**src/rtl/fsr_pkg.sv**
```systemverilog
`timescale 1ns/1ps
package fsr_pkg;
  localparam int NUM_EVT  = 19;
  localparam int EVT_W    = 5;
  localparam int SUB_W    = 2;
  localparam int DSYN_W   = 9;
  localparam int TSYN_W   = 4;
  localparam int WORD_W   = 64;
  localparam int FLAG_LSB = 33;
  localparam int BIT_PRIV = 52;
  localparam int BIT_ME   = 53;
  localparam int TSYN_LSB = 16;

  typedef logic [NUM_EVT-1:0] evt_vec_t;

  localparam evt_vec_t HC_SET_DEF   = 19'h0A0A9;
  localparam evt_vec_t SC_SET_DEF   = 19'h00200;
  localparam evt_vec_t DSYN_SET_DEF = 19'h033FF;
  localparam evt_vec_t TSYN_SET_DEF = 19'h0C000;

  typedef enum logic [1:0] {
    PRI_NONE = 2'd0,
    PRI_HC   = 2'd1,
    PRI_SC   = 2'd2,
    PRI_UC   = 2'd3
  } pri_e;

  function automatic logic mask_bit(evt_vec_t m, logic [EVT_W-1:0] idx);
    logic [31:0] ext;
    ext = 32'(m);
    return ext[idx];
  endfunction

  function automatic pri_e evt_pri(evt_vec_t hc, evt_vec_t sc, logic [EVT_W-1:0] idx);
    if (mask_bit(hc, idx)) return PRI_HC;
    if (mask_bit(sc, idx)) return PRI_SC;
    return PRI_UC;
  endfunction
endpackage

```
**src/rtl/fsr_txn_filter.sv**
```systemverilog
`timescale 1ns/1ps
module fsr_txn_filter import fsr_pkg::*; #(
  parameter int TXN_W = 4
) (
  input  logic             clk_i,
  input  logic             rst_ni,
  input  logic             evt_vld_i,
  input  logic             evt_filt_i,
  input  logic [TXN_W-1:0] txn_i,
  input  logic [SUB_W-1:0] sub_i,
  output logic             log_o
);
  logic             vld_q;
  logic [TXN_W-1:0] txn_q;
  logic [SUB_W-1:0] sub_q;
  logic             drop_w;

  // later subunit of the transaction already logged
  assign drop_w = evt_filt_i && vld_q && (txn_i == txn_q) && (sub_i > sub_q);
  assign log_o  = evt_vld_i && !drop_w;

  always_ff @(posedge clk_i or negedge rst_ni) begin
    if (!rst_ni) begin
      vld_q <= 1'b0;
      txn_q <= '0;
      sub_q <= '0;
    end else if (evt_vld_i && evt_filt_i && !drop_w) begin
      vld_q <= 1'b1;
      txn_q <= txn_i;
      sub_q <= sub_i;
    end
  end

  AST_LATER_SUB_DROPPED: assert property (@(posedge clk_i) disable iff (!rst_ni)
    (log_o && evt_filt_i) |=> !(log_o && evt_filt_i && txn_i == $past(txn_i) && sub_i > $past(sub_i)));
endmodule

```
**src/rtl/fsr_flag_bank.sv**
```systemverilog
`timescale 1ns/1ps
module fsr_flag_bank import fsr_pkg::*; (
  input  logic             clk_i,
  input  logic             rst_ni,
  input  logic             log_i,
  input  logic [EVT_W-1:0] typ_i,
  input  logic             hc_i,
  input  logic             priv_i,
  input  evt_vec_t         clr_flags_i,
  input  logic             clr_me_i,
  input  logic             clr_priv_i,
  output evt_vec_t         flags_o,
  output logic             me_o,
  output logic             priv_o
);
  evt_vec_t flags_q;
  evt_vec_t set_w;
  logic     me_q, priv_q, me_set_w;

  for (genvar g = 0; g < NUM_EVT; g++) begin : g_flag
    assign set_w[g] = log_i && (typ_i == EVT_W'(g));
    always_ff @(posedge clk_i or negedge rst_ni) begin
      if (!rst_ni) flags_q[g] <= 1'b0;
      else         flags_q[g] <= set_w[g] | (flags_q[g] & ~clr_flags_i[g]);
    end
  end

  assign me_set_w = log_i && !hc_i && mask_bit(flags_q, typ_i);

  always_ff @(posedge clk_i or negedge rst_ni) begin
    if (!rst_ni) begin
      me_q   <= 1'b0;
      priv_q <= 1'b0;
    end else begin
      me_q <= me_set_w | (me_q & ~clr_me_i);
      if (log_i)           priv_q <= priv_i;
      else if (clr_priv_i) priv_q <= 1'b0;
    end
  end

  assign flags_o = flags_q;
  assign me_o    = me_q;
  assign priv_o  = priv_q;

  AST_FLAG_SET: assert property (@(posedge clk_i) disable iff (!rst_ni)
    log_i |=> mask_bit(flags_q, $past(typ_i)));
  AST_SET_OVER_CLR: assert property (@(posedge clk_i) disable iff (!rst_ni)
    (log_i && mask_bit(clr_flags_i, typ_i)) |=> mask_bit(flags_q, $past(typ_i)));
  AST_FLAG_STICKY: assert property (@(posedge clk_i) disable iff (!rst_ni)
    (clr_flags_i == '0) |=> (($past(flags_q) & ~flags_q) == '0));
  AST_ME_CAUSE: assert property (@(posedge clk_i) disable iff (!rst_ni)
    !(log_i && !hc_i) |=> !$rose(me_q));
  AST_PRIV_LOAD: assert property (@(posedge clk_i) disable iff (!rst_ni)
    log_i |=> (priv_q == $past(priv_i)));
endmodule

```
**src/rtl/fsr_capture_slot.sv**
```systemverilog
`timescale 1ns/1ps
module fsr_capture_slot import fsr_pkg::*; #(
  parameter int W = 8
) (
  input  logic             clk_i,
  input  logic             rst_ni,
  input  logic             req_i,
  input  pri_e             pri_i,
  input  logic [EVT_W-1:0] owner_i,
  input  logic [W-1:0]     val_i,
  input  evt_vec_t         clr_vec_i,
  output logic [W-1:0]     val_o
);
  logic [W-1:0]     val_q;
  logic             lock_q;
  logic [EVT_W-1:0] own_q;
  pri_e             pri_q;
  logic             release_w, live_w, take_w;

  assign release_w = lock_q && mask_bit(clr_vec_i, own_q);
  assign live_w    = lock_q && !release_w;
  assign take_w    = req_i && (!live_w || (pri_i > pri_q));

  always_ff @(posedge clk_i or negedge rst_ni) begin
    if (!rst_ni) begin
      val_q  <= '0;
      lock_q <= 1'b0;
      own_q  <= '0;
      pri_q  <= PRI_NONE;
    end else if (take_w) begin
      val_q  <= val_i;
      lock_q <= 1'b1;
      own_q  <= owner_i;
      pri_q  <= pri_i;
    end else if (release_w) begin
      lock_q <= 1'b0;   // value kept, only freed
    end
  end

  assign val_o = val_q;

  AST_SLOT_QUIET: assert property (@(posedge clk_i) disable iff (!rst_ni)
    !req_i |=> $stable(val_q));
  AST_NO_DEMOTE: assert property (@(posedge clk_i) disable iff (!rst_ni)
    (live_w && req_i && (pri_i <= pri_q)) |=> ($stable(val_q) && $stable(own_q)));
  AST_LOCK_ON_REQ: assert property (@(posedge clk_i) disable iff (!rst_ni)
    req_i |=> lock_q);
endmodule

```
**src/rtl/fault_status_reg.sv**
```systemverilog
`timescale 1ns/1ps
module fault_status_reg import fsr_pkg::*; #(
  parameter int       ADDR_W   = 40,
  parameter int       TXN_W    = 4,
  parameter evt_vec_t HC_SET   = HC_SET_DEF,
  parameter evt_vec_t SC_SET   = SC_SET_DEF,
  parameter evt_vec_t DSYN_SET = DSYN_SET_DEF,
  parameter evt_vec_t TSYN_SET = TSYN_SET_DEF,
  parameter evt_vec_t IRQ_SET  = HC_SET_DEF
) (
  input  logic              clk_i,
  input  logic              rst_ni,
  input  logic              evt_vld_i,
  input  logic [EVT_W-1:0]  evt_type_i,
  input  logic [ADDR_W-1:0] evt_addr_i,
  input  logic [DSYN_W-1:0] evt_dsyn_i,
  input  logic [TSYN_W-1:0] evt_tsyn_i,
  input  logic [TXN_W-1:0]  evt_txn_i,
  input  logic [SUB_W-1:0]  evt_sub_i,
  input  logic              evt_priv_i,
  input  logic              reg_sel_i,
  input  logic              reg_we_i,
  input  logic [WORD_W-1:0] reg_wdata_i,
  output logic [WORD_W-1:0] reg_rdata_o,
  input  logic              irq_en_i,
  output logic              irq_o
);
  logic              evt_ok, evt_filt, evt_log, wr_stat;
  evt_vec_t          clr_flags, flags;
  logic              clr_me, clr_priv, me, priv;
  pri_e              evt_pri_w;
  logic [ADDR_W-1:0] addr_cap;
  logic [DSYN_W-1:0] dsyn_cap;
  logic [TSYN_W-1:0] tsyn_cap;
  logic [WORD_W-1:0] stat_word;
  logic              unused_wdata;

  assign evt_ok    = evt_vld_i && (evt_type_i < EVT_W'(NUM_EVT));
  assign evt_filt  = evt_ok && mask_bit(DSYN_SET, evt_type_i);
  assign evt_pri_w = evt_pri(HC_SET, SC_SET, evt_type_i);

  assign wr_stat   = reg_we_i && !reg_sel_i;
  assign clr_flags = wr_stat ? reg_wdata_i[FLAG_LSB +: NUM_EVT] : '0;
  assign clr_me    = wr_stat && reg_wdata_i[BIT_ME];
  assign clr_priv  = wr_stat && reg_wdata_i[BIT_PRIV];
  assign unused_wdata = ^{reg_wdata_i[WORD_W-1:BIT_ME+1], reg_wdata_i[FLAG_LSB-1:0]};

  fsr_txn_filter #(.TXN_W(TXN_W)) u_filter (
    .clk_i      (clk_i),
    .rst_ni     (rst_ni),
    .evt_vld_i  (evt_ok),
    .evt_filt_i (evt_filt),
    .txn_i      (evt_txn_i),
    .sub_i      (evt_sub_i),
    .log_o      (evt_log)
  );

  fsr_flag_bank u_flags (
    .clk_i       (clk_i),
    .rst_ni      (rst_ni),
    .log_i       (evt_log),
    .typ_i       (evt_type_i),
    .hc_i        (mask_bit(HC_SET, evt_type_i)),
    .priv_i      (evt_priv_i),
    .clr_flags_i (clr_flags),
    .clr_me_i    (clr_me),
    .clr_priv_i  (clr_priv),
    .flags_o     (flags),
    .me_o        (me),
    .priv_o      (priv)
  );

  fsr_capture_slot #(.W(ADDR_W)) u_addr_slot (
    .clk_i     (clk_i),
    .rst_ni    (rst_ni),
    .req_i     (evt_log),
    .pri_i     (evt_pri_w),
    .owner_i   (evt_type_i),
    .val_i     (evt_addr_i),
    .clr_vec_i (clr_flags),
    .val_o     (addr_cap)
  );

  fsr_capture_slot #(.W(DSYN_W)) u_dsyn_slot (
    .clk_i     (clk_i),
    .rst_ni    (rst_ni),
    .req_i     (evt_log && mask_bit(DSYN_SET, evt_type_i)),
    .pri_i     (evt_pri_w),
    .owner_i   (evt_type_i),
    .val_i     (evt_dsyn_i),
    .clr_vec_i (clr_flags),
    .val_o     (dsyn_cap)
  );

  fsr_capture_slot #(.W(TSYN_W)) u_tsyn_slot (
    .clk_i     (clk_i),
    .rst_ni    (rst_ni),
    .req_i     (evt_log && mask_bit(TSYN_SET, evt_type_i)),
    .pri_i     (evt_pri_w),
    .owner_i   (evt_type_i),
    .val_i     (evt_tsyn_i),
    .clr_vec_i (clr_flags),
    .val_o     (tsyn_cap)
  );

  always_comb begin
    stat_word                          = '0;
    stat_word[DSYN_W-1:0]              = dsyn_cap;
    stat_word[TSYN_LSB +: TSYN_W]      = tsyn_cap;
    stat_word[FLAG_LSB +: NUM_EVT]     = flags;
    stat_word[BIT_PRIV]                = priv;
    stat_word[BIT_ME]                  = me;
  end

  assign reg_rdata_o = reg_sel_i ? WORD_W'(addr_cap) : stat_word;
  assign irq_o       = irq_en_i && |(flags & IRQ_SET);

  AST_IRQ_GATED: assert property (@(posedge clk_i) disable iff (!rst_ni)
    !irq_en_i |-> !irq_o);
  AST_ADDR_RO: assert property (@(posedge clk_i) disable iff (!rst_ni)
    !evt_log |=> $stable(addr_cap));
  AST_BAD_TYPE_IDLE: assert property (@(posedge clk_i) disable iff (!rst_ni)
    (evt_vld_i && !evt_ok && !reg_we_i) |=> ($stable(flags) && $stable(me)));
endmodule

```
**config.mk**
```make
export PLATFORM = sky130hd
export DESIGN_NAME = fault_status_reg
export DESIGN_NICKNAME = d
export VERILOG_FILES = /design/src/rtl/fsr_pkg.sv /design/src/rtl/fsr_txn_filter.sv /design/src/rtl/fsr_flag_bank.sv /design/src/rtl/fsr_capture_slot.sv /design/src/rtl/fault_status_reg.sv
export SDC_FILE = /design/constraint.sdc
export NUM_CORES = 1
export LEC_CHECK = 0
export ABC_AREA = 1
export CAP_MARGIN = 30
export CORE_MARGIN = 2
export CORE_UTILIZATION = 35
export DETAILED_ROUTE_END_ITERATION = 12
export PLACE_DENSITY = 0.63
export SETUP_SLACK_MARGIN = 0.15
export SYNTH_ARGS = -nofsm -noshare
export SYNTH_HDL_FRONTEND = slang
export SYNTH_SLANG_ARGS = --single-unit
```
**constraint.sdc**
```tcl
create_clock -name clk_i -period 2.4 [get_ports clk_i]
set_clock_uncertainty 0.15 [all_clocks]
set_input_delay 0.72 -clock clk_i [delete_from_list [all_inputs] [get_ports clk_i]]
set_output_delay 0.72 -clock clk_i [all_outputs]
set_load 0.02 [all_outputs]
```
* Word-level counts from Yosys, hierarchy flattened
Memory sizes are Yosys's and may differ from the RTL's.
Cells that the tools add are included.
** Word-level totals
- Input port bits :: 135
- Flip-flop bits (word level) :: 105
- Logic and storage cells :: 219
- ROM bits :: 128
- Memories kept :: 4
- Output and inout port bits :: 65
- Bits in latches :: 0
- Bits in writable memories :: 0
** Memory list
- (name not given) :: words 32, width 1, rd ports 1, clocked after memory_dff 0, write ports 0, line fsr_pkg.sv:31 : return ext[idx];
- (name not given) :: words 32, width 1, rd ports 1, clocked after memory_dff 0, write ports 0, line fsr_pkg.sv:31
- (name not given) :: words 32, width 1, rd ports 1, clocked after memory_dff 0, write ports 0, line fsr_pkg.sv:31
- (name not given) :: words 32, width 1, rd ports 1, clocked after memory_dff 0, write ports 0, line fsr_pkg.sv:31
** Cells by class
- Bitwise logic cells :: 60
- Shift operators :: 0
- Order comparisons :: 9
- Add/sub/neg operators :: 0
- Multiply operators :: 0
- Multiplexer cells :: 29
- Eq/ne operators :: 19
- Div/mod/pow operators :: 0
- Reductions and logical operators :: 62
** Operator list (count)
- $mux 54 :: 1
- $logic_and 1x1->1 :: 44
- $eq 5x4->1 const B :: 8
- $lt 5x6->1 const B :: 4
- $and 1x1->1 :: 20
- $bmux 1 s5 :: 4
- $eq 5x3->1 const B :: 4
- $not 1->1 :: 20
- $or 1x1->1 :: 20
- $mux 1 :: 19
- $mux 19 :: 1
- $eq 5x5->1 const B :: 3
- $eq 5x2->1 const B :: 2
- $logic_not 1->1 :: 9
- $gt 2x2->1 :: 4
- $mux 2 :: 4
- $reduce_bool 2->1 :: 4
- $reduce_or 6->1 :: 1
- $eq 5x1->1 const B :: 1
- $logic_not 5->1 :: 1
- $lt 5x5->1 const B :: 1
- $eq 4x4->1 :: 1
- $logic_or 1x1->1 :: 3

* Logic depth before layout (Yosys ltp)
Gate-level depths: netlist of run 1.
- Depth in word-level cells :: 12
- Mapped depth :: 17
- Mapped depth without buffers :: 14

* Cells and area by module
Synthesis of run 1 repeated with hierarchy kept, for this count alone.
** Second synthesis, totals
- Cells, all modules :: 950
- Area, all modules :: 6412.4 µm²
** Modules (own cells, without submodules)
- fsr_capture_slot (u_addr_slot) :: times used 1, area an instance 2195.9 µm², cells an instance 271, sequential area each 1201.2 µm²
- fsr_flag_bank :: times used 1, area an instance 1058.5 µm², cells an instance 139, sequential area each 525.5 µm²
- fsr_capture_slot (u_dsyn_slot) :: times used 1, area an instance 977.2 µm², cells an instance 136, sequential area each 425.4 µm²
- fault_status_reg :: times used 1, area an instance 973.4 µm², cells an instance 223, sequential area each 0.0 µm²
- fsr_capture_slot (u_tsyn_slot) :: times used 1, area an instance 770.7 µm², cells an instance 115, sequential area each 300.3 µm²
- fsr_txn_filter :: times used 1, area an instance 436.7 µm², cells an instance 66, sequential area each 175.2 µm²

* Worst setup path before layout of run 1
Ideal clock, no wire load.
- Path kind :: input-to-reg
- Start point :: input evt_type_i[1]
- End point :: register u_addr_slot.own_q[0]
- Library setup time :: 0.117 ns
- Path slack :: -0.554 ns
- Arrival :: 2.687 ns
- Path buffers :: 2
- Stages :: 13
- Cells stage by stage :: clkinv_1 -> ha_1 -> o31ai_1 -> inv_1 -> ha_1 -> inv_1 -> nor2_1 -> o21ai_0 -> nand3_2 -> buf_4 -> buf_4 -> nand3_1 -> nand2_1
** Between the ends
- Word-level cells in the longest chain between the ends :: 9
** RTL lines
- start, declared :: line fault_status_reg.sv:14 : input logic [EVT_W-1:0] evt_type_i,
- $mem_v2 32x1
- $mux 1 (implied by the code) :: line fsr_pkg.sv:31
- $mux 1 (2 in a row) :: line fsr_pkg.sv:36 : if (mask_bit(sc, idx)) return PRI_SC;
- $mux 2 :: line fsr_pkg.sv:37 : return PRI_UC;
- $mux 2 * :: line fsr_pkg.sv:36
- net evt_pri_w[1] :: line fault_status_reg.sv:31 : pri_e evt_pri_w;
- $gt 2x2->1 * :: line fsr_capture_slot.sv:22 : assign take_w = req_i && (!live_w || (pri_i > pri_q));
- $logic_or 1x1->1 * :: line fsr_capture_slot.sv:22
- $logic_and 1x1->1 * :: line fsr_capture_slot.sv:22
- end signal, assigned :: line fsr_capture_slot.sv:33 : own_q <= owner_i;
- end, declared :: line fsr_capture_slot.sv:16 : logic [EVT_W-1:0] own_q;
The timed path passes the listed nets; every way through them passes the cells marked *. The select of a mux whose other input is x is not followed.
A chain may end at the register's enable or synchronous reset.

* Worst setup path after layout of run 1
- Start point :: input evt_type_i[0]
- End point :: register u_dsyn_slot.pri_q[0]
** RTL lines
- $mem_v2 32x1
- $mux 1 (implied by the code) :: line fsr_pkg.sv:31
- $mux 1 (2 in a row) :: line fsr_pkg.sv:36
- $mux 2 :: line fsr_pkg.sv:37
- $mux 2 * :: line fsr_pkg.sv:36
- net evt_pri_w[1] :: line fault_status_reg.sv:31
- $gt 2x2->1 * :: line fsr_capture_slot.sv:22
- $logic_or 1x1->1 * :: line fsr_capture_slot.sv:22
- $logic_and 1x1->1 * :: line fsr_capture_slot.sv:22
- end signal, assigned :: line fsr_capture_slot.sv:34 : pri_q <= pri_i;
- end, declared :: line fsr_capture_slot.sv:17 : pri_e pri_q;
Marks and branches as above.

==> results of run 1 <==
[flip-flops by register name (all words and copies together), names as in the netlist, 2 cells and up]
name,flops
u_dsyn_slot.pri_q,2
u_flags.flags_o,19
u_dsyn_slot.val_o,9
u_addr_slot.val_o,40
u_tsyn_slot.own_q,5
u_dsyn_slot.own_q,5
u_tsyn_slot.val_o,4
u_addr_slot.pri_q,2
u_tsyn_slot.pri_q,2
u_addr_slot.own_q,5
u_filter.txn_q,4
u_filter.sub_q,2
[worst max path at each step]
stage                        startpoint                     to
after CTS                 evt_type_i[0]  u_addr_slot.val_o[15]
after global placement    evt_type_i[0]   u_tsyn_slot.val_o[3]
final                     evt_type_i[0]   u_dsyn_slot.pri_q[0]
after detailed placement  evt_type_i[0]   u_tsyn_slot.val_o[3]
after global routing      evt_type_i[0]   u_dsyn_slot.val_o[4]
after floorplan           evt_type_i[0]   u_addr_slot.own_q[0]
[cell usage in the layout, fill, tap and decap left out, drive strengths merged]
cell type	synthesis	final
conb	1	10
nor2	46	46
dlymetal6s2s	0	3
clkdlybuf4s15	0	1
buf	32	188
inv	88	86
clkinvlp	0	2
clkinv	4	5
clkdlybuf4s50	0	77
a21oi	13	13
o31ai	12	12
o21a	5	5
ha	12	12
xnor2	1	1
dlygate4sd2	0	4
nand3	127	127
o2111ai	1	1
o22ai	1	1
or2	1	1
nand4	6	6
o21ai	29	29
nand2	361	364
dfrtp	105	105
clkbuf	16	25
[metal layers]
metal  share of wire  global-route usage  vias to the layer above  routed length (um)
met4           0.034              0.0932                        0                 737
met3           0.062              0.0412                       49                1340
met1            0.42               0.288                     3143                8950
li1                -                   -                     3212                   -
met2            0.49               0.375                      232               10500
met5               0                   0                        -                   0
[cell families after synthesis]
| logic type | synth area share |
|---|---|
| buffers and inverters | 0.106 |
| AOI/OAI and AO/OA | 0.0584 |
| DFF | 0.435 |
| adders and majority gates | 0.0249 |
| and+or+nand+nor | 0.373 |
| other | 0.000621 |
| xor gates and xnor gates | 0.00145 |
[layout make-up]
cell class | count | area [um2]
inverter | 92 | 367
sequential | 105 | 2630
clock buffer | 15 | 288
clock inverter | 1 | 7.51
multi-input combinational | 628 | 3790
tap | 225 | 282
fill | 1492 | 6680
timing repair buffer | 283 | 3020
[synthesized netlist by cell type (all sizes together), types with 4 or more instances]
library cell,n,area share
a21oi,13,0.011
buf,32,0.039
clkbuf,16,0.0099
clkinv,4,0.0025
dfrtp,105,0.43
ha,12,0.025
inv,88,0.055
nand2,361,0.22
nand3,127,0.11
nand4,6,0.0062
nor2,46,0.030
o21a,5,0.0062
o21ai,29,0.024
o31ai,12,0.015
[per-stage QoR]
step	util	setup slack [ns]
after floorplan	-	-0.151
after global placement	0.503	-0.937
after detailed placement	0.503	-0.975
after CTS	0.553	-0.0632
after global routing	0.608	-0.148
final	0.608	-0.0770
[power by group through the flow]
stage	sequential, mW	clock, mW	combinational (mW)
CTS	2.69	1.52	3.75
floorplan	2.60	0	2.20
detailed placement	2.70	0	3.37
global route	2.92	1.61	4.93
finish	2.85	1.50	4.54
global placement	2.70	0	3.32
[repair_timing]
action / 4_1_cts / 5_1_grt
resized for setup: 322 / 265
gates cloned: 6 / 10
endpoints found under the setup margin: 160 / 142
hold buffers: 0 / 0
pin swaps: 25 / 52
setup buffers: 20 / 6
==> flow_metrics.env, run 1 <==
export IMPL_outcome="finished, violations left"
export IMPL_violations="negative setup slack"
export IMPL_die_area_mm2=0.0183
export IMPL_io_pins=200
export IMPL_place_congestion=0.899
export IMPL_grt_pass1_vias=6392
export IMPL_clockBufferDepth=2
export IMPL_arrival_ns=2.58
export IMPL_grt_max_degree=39
export IMPL_crit_fanout=7
export IMPL_synth_distinct_cells=28
export IMPL_finalHoldViolCount=0
export IMPL_synth_ff_type="dfrtp_1"
export IMPL_ys_seq_elements=105
export IMPL_worst_r2r_endpoint="u_addr_slot.val_o[26]"
export IMPL_core_area_mm2=0.0171
export IMPL_p_comb_frac=0.510
export IMPL_antenna_cells=0
export IMPL_grt_usage=0.225
export IMPL_start_kind="input pin"
export IMPL_syn_area_mm2=0.00604
export IMPL_slew_viol_final=0
export IMPL_final_area_mm2=0.0104
export IMPL_finalSetupTns_ns=-2.09
export IMPL_cts_root_buffer="clkbuf_16"
export IMPL_fin_crit_ns=2.48
export IMPL_seqPwrFrac=0.321
export IMPL_routed_via_density=4.92
export IMPL_cts_buffers=9
export IMPL_clock_sinks=105
export IMPL_vias=6636
export IMPL_crit_cells=14
export IMPL_cp_end_kind="register"
export IMPL_setup_viol_count_final=63
export IMPL_nets=1266
export IMPL_hold_class="in -> async"
export IMPL_p_clk_frac=0.169
export IMPL_r2r_start="u_addr_slot.own_q[0]"
export IMPL_grt_pass1_wl_um=32100
export IMPL_route_detailed_drc=0
export IMPL_drt_iter0_markers=385
export IMPL_ir_worst_vdd_mv=0.644
export IMPL_fp_dieW_um=135
export IMPL_portBuffers=146
export IMPL_clkTransAtPathRegs_ns=0.07
export IMPL_total_power_mw=8.89
export IMPL_overflow=0
export IMPL_ant_nets=0
export IMPL_synthArstFlopShare=1.00
export IMPL_cellLeakagePower_nw=5.22
export IMPL_seq_area_frac_synth=0.435
export IMPL_fmax_ghz=0.404
export IMPL_worst_slack_ns=-0.0770
export IMPL_rows=48
export IMPL_power_density_mw_per_mm2=857
export IMPL_syn_inst=861
export IMPL_insertion_delay_ns=0.36
export IMPL_swShare=0.408
export IMPL_wirelength_um=21500
export IMPL_reg2reg_depth=15
export IMPL_routedWlPerCell_um=15.9
export IMPL_drive_gt1_frac=0.370
export IMPL_antenna_found_initial=0
export IMPL_hpwl_um=14200
export IMPL_intPower_mw=5.26
export IMPL_ys_warn_count=0
export IMPL_first_pass_iters=5
export IMPL_finalHoldWorstSlack_ns=0.177
export IMPL_syn_to_final_growth_pct=71.8
export IMPL_die_height_um=135
export IMPL_critical_path_top_delay_family="buffers and inverters"
export IMPL_syn_avg_cell_area_um2=7.02
export IMPL_start_util=0.354
export IMPL_dp_cells=1291
export IMPL_crit_buf_inv=6
export IMPL_post_route_period_util=1.03
export IMPL_slowest_stage="o31ai_4"
export IMPL_cts_max_level=3
export IMPL_cts_tree="built"
export IMPL_rsz0062_at_grt="yes"
export IMPL_cp_required_ns=2.50
export IMPL_ff2ff_setup_slack_ns=0.23
export IMPL_critical_path_class="in -> reg"
export IMPL_worstPathCellList="buf_8 -> clkinvlp_4 -> ha_4 -> o31ai_4 -> inv_2 -> buf_6 -> ha_4 -> inv_2 -> nor2_2 -> o21ai_2 -> nand3_4 -> buf_8 -> nand3_2 -> nand2_1"
export IMPL_p_sw_mw=3.63
export IMPL_synth_edf_count=0
export IMPL_layout_cells_non_filler=1349
export IMPL_dpl_cell_area_mm2=0.00857
export IMPL_maxCapViolations=0
export IMPL_cp_slowest_stage_delay_ns=0.23
Note: power is estimated with default switching activity, not from simulation.
==> run 2: changes to the inputs <==
--- a/config.mk
+++ b/config.mk
@@ -10,6 +10,7 @@
 export CORE_MARGIN = 2
 export CORE_UTILIZATION = 35
 export DETAILED_ROUTE_END_ITERATION = 12
+export GPL_TIMING_DRIVEN = 0
 export PLACE_DENSITY = 0.63
 export SETUP_SLACK_MARGIN = 0.15
 export SYNTH_ARGS = -nofsm -noshare
==> flow_metrics.env, run 2 (same netlist as run 1, synthesis figures left out) <==
export IMPL_insertion_delay_ns=0.37
export IMPL_antenna_cells=0
export IMPL_n_fill_cell=1507
export IMPL_overflow=0
export IMPL_largest_reg_flops=40
export IMPL_cts_tree="built"
export IMPL_io_pins=200
export IMPL_syn_to_final_growth_pct=74.7
export IMPL_worstMarginPinSlew_ns=0.725
export IMPL_cp_required_ns=2.56
export IMPL_rows=48
export IMPL_grt_usage=0.234
export IMPL_worst_slack_ns=-0.0809
export IMPL_finalHoldViolCount=0
export IMPL_final_common_cell="nand2_1"
export IMPL_ir_worst_vdd_mv=0.584
export IMPL_finalHoldWorstSlack_ns=0.255
export IMPL_core_area_mm2=0.0171
export IMPL_grt_pass1_wl_um=33100
export IMPL_dpl_cell_area_mm2=0.00807
export IMPL_start_kind="input pin"
export IMPL_layout_cells_non_filler=1340
export IMPL_cts_root_buffer="clkbuf_16"
export IMPL_die_height_um=135
export IMPL_setup_viol_count_final=50
export IMPL_nets=1257
export IMPL_clockBufferDepth=2
export IMPL_outcome="finished, violations left"
export IMPL_maxCapViolations=0
export IMPL_drive_gt1_frac=0.413
export IMPL_ant_nets=0
export IMPL_place_congestion=0.901
export IMPL_dp_cells=1241
export IMPL_slew_viol_final=0
export IMPL_clock_sinks=105
export IMPL_cellLeakagePower_nw=5.31
export IMPL_cp_end_kind="register"
export IMPL_most_common_layout_cells="nand2_1, dfrtp_1, nand3_1, nand2_2, buf_6"
export IMPL_route_detailed_drc=0
export IMPL_drt_iter0_markers=475
export IMPL_wirelength_um=22400
export IMPL_power_density_mw_per_mm2=855
export IMPL_cts_buffers=9
export IMPL_arrival_ns=2.64
export IMPL_violations="negative setup slack"
export IMPL_rsz0062_at_grt="yes"
export IMPL_fp_dieW_um=135
export IMPL_start_util=0.354
export IMPL_routedWlPerCell_um=16.7
export IMPL_hold_class="in -> async"
export IMPL_fin_crit_ns=2.48
export IMPL_die_area_mm2=0.0183
export IMPL_vias=6608
export IMPL_clkTransAtPathRegs_ns=0.08
export IMPL_crit_fanout=7
export IMPL_cts_max_level=3
export IMPL_fmax_ghz=0.403
export IMPL_post_route_period_util=1.03
export IMPL_hpwl_um=14200
export IMPL_total_power_mw=9.02
export IMPL_antenna_found_initial=0
export IMPL_grt_max_degree=55
export IMPL_portBuffers=145
export IMPL_slew_limit_headroom=0.516
export IMPL_first_pass_iters=6
export IMPL_final_area_mm2=0.0106
export IMPL_grt_pass1_vias=6260
export IMPL_utilization=0.619
export IMPL_routed_via_density=4.93
export IMPL_critical_path_class="in -> reg"
run 2: final timing paths:
kind                                      start                   end  slack, ns  depth (start not counted)
max                               evt_type_i[3]  u_dsyn_slot.own_q[0]      -0.08                         16
min                                      rst_ni  u_dsyn_slot.pri_q[1]       0.26                          1
max reg2reg                u_addr_slot.own_q[0]  u_addr_slot.own_q[0]       0.08                         15
min reg2reg                u_tsyn_slot.pri_q[0]  u_tsyn_slot.pri_q[0]       0.33                          2
max in group asynchronous                rst_ni          u_flags.me_o       1.14                          2
min in group clk_i         u_tsyn_slot.pri_q[0]  u_tsyn_slot.pri_q[0]       0.33                          2
run 2: critical path: stages:
cell and delay (ns):
buf_4 0.15, nor2_4 0.15, inv_4 0.06, o31ai_4 0.28
inv_4 0.09, buf_6 0.13, buf_6 0.11, ha_4 0.21
inv_2 0.05, nor2_2 0.03, o21ai_2 0.15, nand3_4 0.13
nand2_4 0.13, buf_6 0.14, nand2_2 0.05, nand2_1 0.07
run 2: metrics by stage:
step | TNS [ns] | setup WS, ns
after floorplan | -7.23 | -0.151
after global placement | -538.70 | -3.80
after detailed placement | -141.42 | -1.29
after CTS | -9.49 | -0.187
after global routing | -7.52 | -0.202
final | -1.53 | -0.0809
run 2: cell type report:
type | count | area, um2 | area share
multi-input cells | 626 | 3900 | 0.370
flip-flops and latches | 105 | 2630 | 0.249
repair buffers | 228 | 2470 | 0.234
plain buffers | 48 | 601 | 0.0569
inverters | 92 | 379 | 0.0359
well taps | 225 | 282 | 0.0267
clock buffers | 10 | 239 | 0.0226
clock inverters | 6 | 51.3 | 0.00486
run 2: routing by layer:
metal / vias to the layer above / track usage / wire length (um)
li1: 3191 / - / -
met1: 3124 / 0.316 / 9480
met2: 245 / 0.369 / 10800
met3: 48 / 0.0363 / 1330
met4: 0 / 0.108 / 773
met5: - / 0 / 0
run 2: report_power, final:
part / internal (mW) / switching, mW / total (mW)
clock network: 0.746 / 0.745 / 1.49
registers: 2.33 / 0.598 / 2.93
logic: 2.18 / 2.43 / 4.60
total: 5.26 / 3.77 / 9.02
run 2: timing repair:
action                     4_1_cts  5_1_grt
setup buffers                   42       25
hold buffers                     0        0
setup endpoints to repair      158      149
gates resized for setup        484      275
cloned                          10        6
pin swaps                       42       44
==> run 3: changes to the inputs <==
--- a/config.mk
+++ b/config.mk
@@ -13,6 +13,7 @@
 export GPL_TIMING_DRIVEN = 0
 export PLACE_DENSITY = 0.63
 export SETUP_SLACK_MARGIN = 0.15
+export SLEW_MARGIN = 20
 export SYNTH_ARGS = -nofsm -noshare
 export SYNTH_HDL_FRONTEND = slang
 export SYNTH_SLANG_ARGS = --single-unit
==> flow_metrics.env, run 3 (same netlist as run 1, synthesis figures left out) <==
export IMPL_core_area_mm2=0.0171
export IMPL_rsz0062_at_grt="yes"
export IMPL_first_pass_iters=7
export IMPL_ant_nets=0
export IMPL_place_congestion=0.901
export IMPL_cts_max_level=3
export IMPL_p_sw_mw=3.73
export IMPL_slowest_stage="ha_4"
export IMPL_critical_path_top_delay_family="buffers and inverters"
export IMPL_rows=48
export IMPL_fp_dieW_um=135
export IMPL_overflow=0
export IMPL_seqPwrFrac=0.298
export IMPL_arrival_ns=2.61
export IMPL_crit_buf_inv=6
export IMPL_clockBufferDepth=2
export IMPL_routed_via_density=4.96
export IMPL_crit_fanout=9
export IMPL_cts_tree="built"
export IMPL_wirelength_um=21900
export IMPL_cp_end_kind="register"
export IMPL_clock_sinks=105
export IMPL_start_kind="input pin"
export IMPL_grt_pass1_vias=6098
export IMPL_largest_reg_flops=40
export IMPL_drive_gt1_frac=0.413
export IMPL_drt_iter0_markers=390
export IMPL_die_area_mm2=0.0183
export IMPL_slew_viol_final=0
export IMPL_setup_viol_count_final=53
export IMPL_worstMarginPinSlew_ns=0.590
export IMPL_antenna_cells=0
export IMPL_intPower_mw=5.81
export IMPL_pre_cts_ws_ns=-1.31
export IMPL_portBuffers=145
export IMPL_maxCapViolations=0
export IMPL_ir_worst_vdd_mv=0.573
export IMPL_grt_usage=0.228
export IMPL_post_route_period_util=1.03
export IMPL_finalHoldWorstSlack_ns=0.188
export IMPL_vias=6638
export IMPL_p_comb_frac=0.519
export IMPL_clkTransAtPathRegs_ns=0.07
export IMPL_routedWlPerCell_um=16.4
export IMPL_worst_slack_ns=-0.0674
export IMPL_hpwl_um=14300
export IMPL_nets=1256
export IMPL_start_util=0.354
export IMPL_antenna_found_initial=0
export IMPL_cts_root_buffer="clkbuf_16"
export IMPL_cts_hold_buffers_added=0
export IMPL_swShare=0.391
export IMPL_cp_required_ns=2.55
export IMPL_io_pins=200
export IMPL_slew_limit_headroom=0.607
export IMPL_grt_max_degree=61
export IMPL_cp_slowest_stage_delay_ns=0.24
export IMPL_outcome="finished, violations left"
export IMPL_violations="negative setup slack"
export IMPL_route_detailed_drc=0
export IMPL_critical_path_class="in -> reg"
export IMPL_grt_pass1_wl_um=32400
export IMPL_fmax_ghz=0.405
export IMPL_p_clk_frac=0.183
export IMPL_power_density_mw_per_mm2=897
export IMPL_total_power_mw=9.53
export IMPL_finalSetupTns_ns=-1.35
export IMPL_most_common_layout_cells="nand2_1, dfrtp_1, nand2_2, buf_6, nand3_1"
export IMPL_finalHoldViolCount=0
export IMPL_hold_class="in -> async"
export IMPL_final_common_cell="nand2_1"
export IMPL_cts_buffers=9
export IMPL_ff2ff_setup_slack_ns=0.19
export IMPL_cellLeakagePower_nw=5.30
export IMPL_fin_crit_ns=2.47
export IMPL_syn_to_final_growth_pct=76.0
export IMPL_insertion_delay_ns=0.36
export IMPL_die_height_um=135
export IMPL_worstPathCellList="buf_12 -> clkinv_8 -> ha_4 -> o31ai_4 -> inv_2 -> buf_6 -> ha_4 -> inv_2 -> nor2_2 -> o21ai_2 -> nand3_4 -> nand2_4 -> buf_6 -> nand2_2 -> nand2_1"
## run 3: final timing paths
check | start | endpoint | cells past startpoint
max | evt_type_i[1] | u_dsyn_slot.own_q[0] | 15
min | rst_ni | u_filter.txn_q[3] | 1
max reg2reg | u_addr_slot.own_q[0] | u_addr_slot.val_o[39] | 15
min reg2reg | u_tsyn_slot.pri_q[0] | u_tsyn_slot.pri_q[0] | 2
max in group asynchronous | rst_ni | u_addr_slot.val_o[25] | 2
min in group clk_i | u_tsyn_slot.pri_q[0] | u_tsyn_slot.pri_q[0] | 2
## run 3: power groups by stage
stage               registers (mW)  clock network, mW  logic, mW
floorplan                     2.60                  0       2.20
detailed placement            2.70                  0       3.28
global placement              2.69                  0       3.24
finish                        2.84               1.75       4.94
CTS                           2.67               1.76       3.52
global route                  2.92               1.81       5.35
## run 3: cell type report
cell class	instances	area, um2
multi-input combinational	626	3850
clock inverter	5	103
clock buffer	11	243
tap	225	282
buffer	48	633
inverter	92	374
timing repair buffer	227	2520
sequential	105	2630
fill	1517	6420
## run 3: per-layer routing
layer	wire, um	vias to the layer above	share of wire	global-route usage
li1	-	3191	-	-
met1	9400	3196	0.43	0.310
met2	10600	216	0.48	0.359
met3	1270	35	0.058	0.0378
met4	624	0	0.028	0.101
met5	0	-	0	0
## run 3: stage by stage
step           instance area, um2  instances  utilization
2_1_floorplan                6310        870            -
3_3_place_gp                 8040       1240        0.472
3_5_place_dp                 8070       1241        0.473
4_1_cts                      9220       1300        0.541
5_1_grt                     10600       1339        0.623
6_report                    10600       1339        0.623
## run 3: repair_timing
action	in CTS	in global routing
endpoints found under the setup margin	160	142
pin swaps	33	82
cloned	8	9
setup buffers	35	30
gates resized for setup	389	346
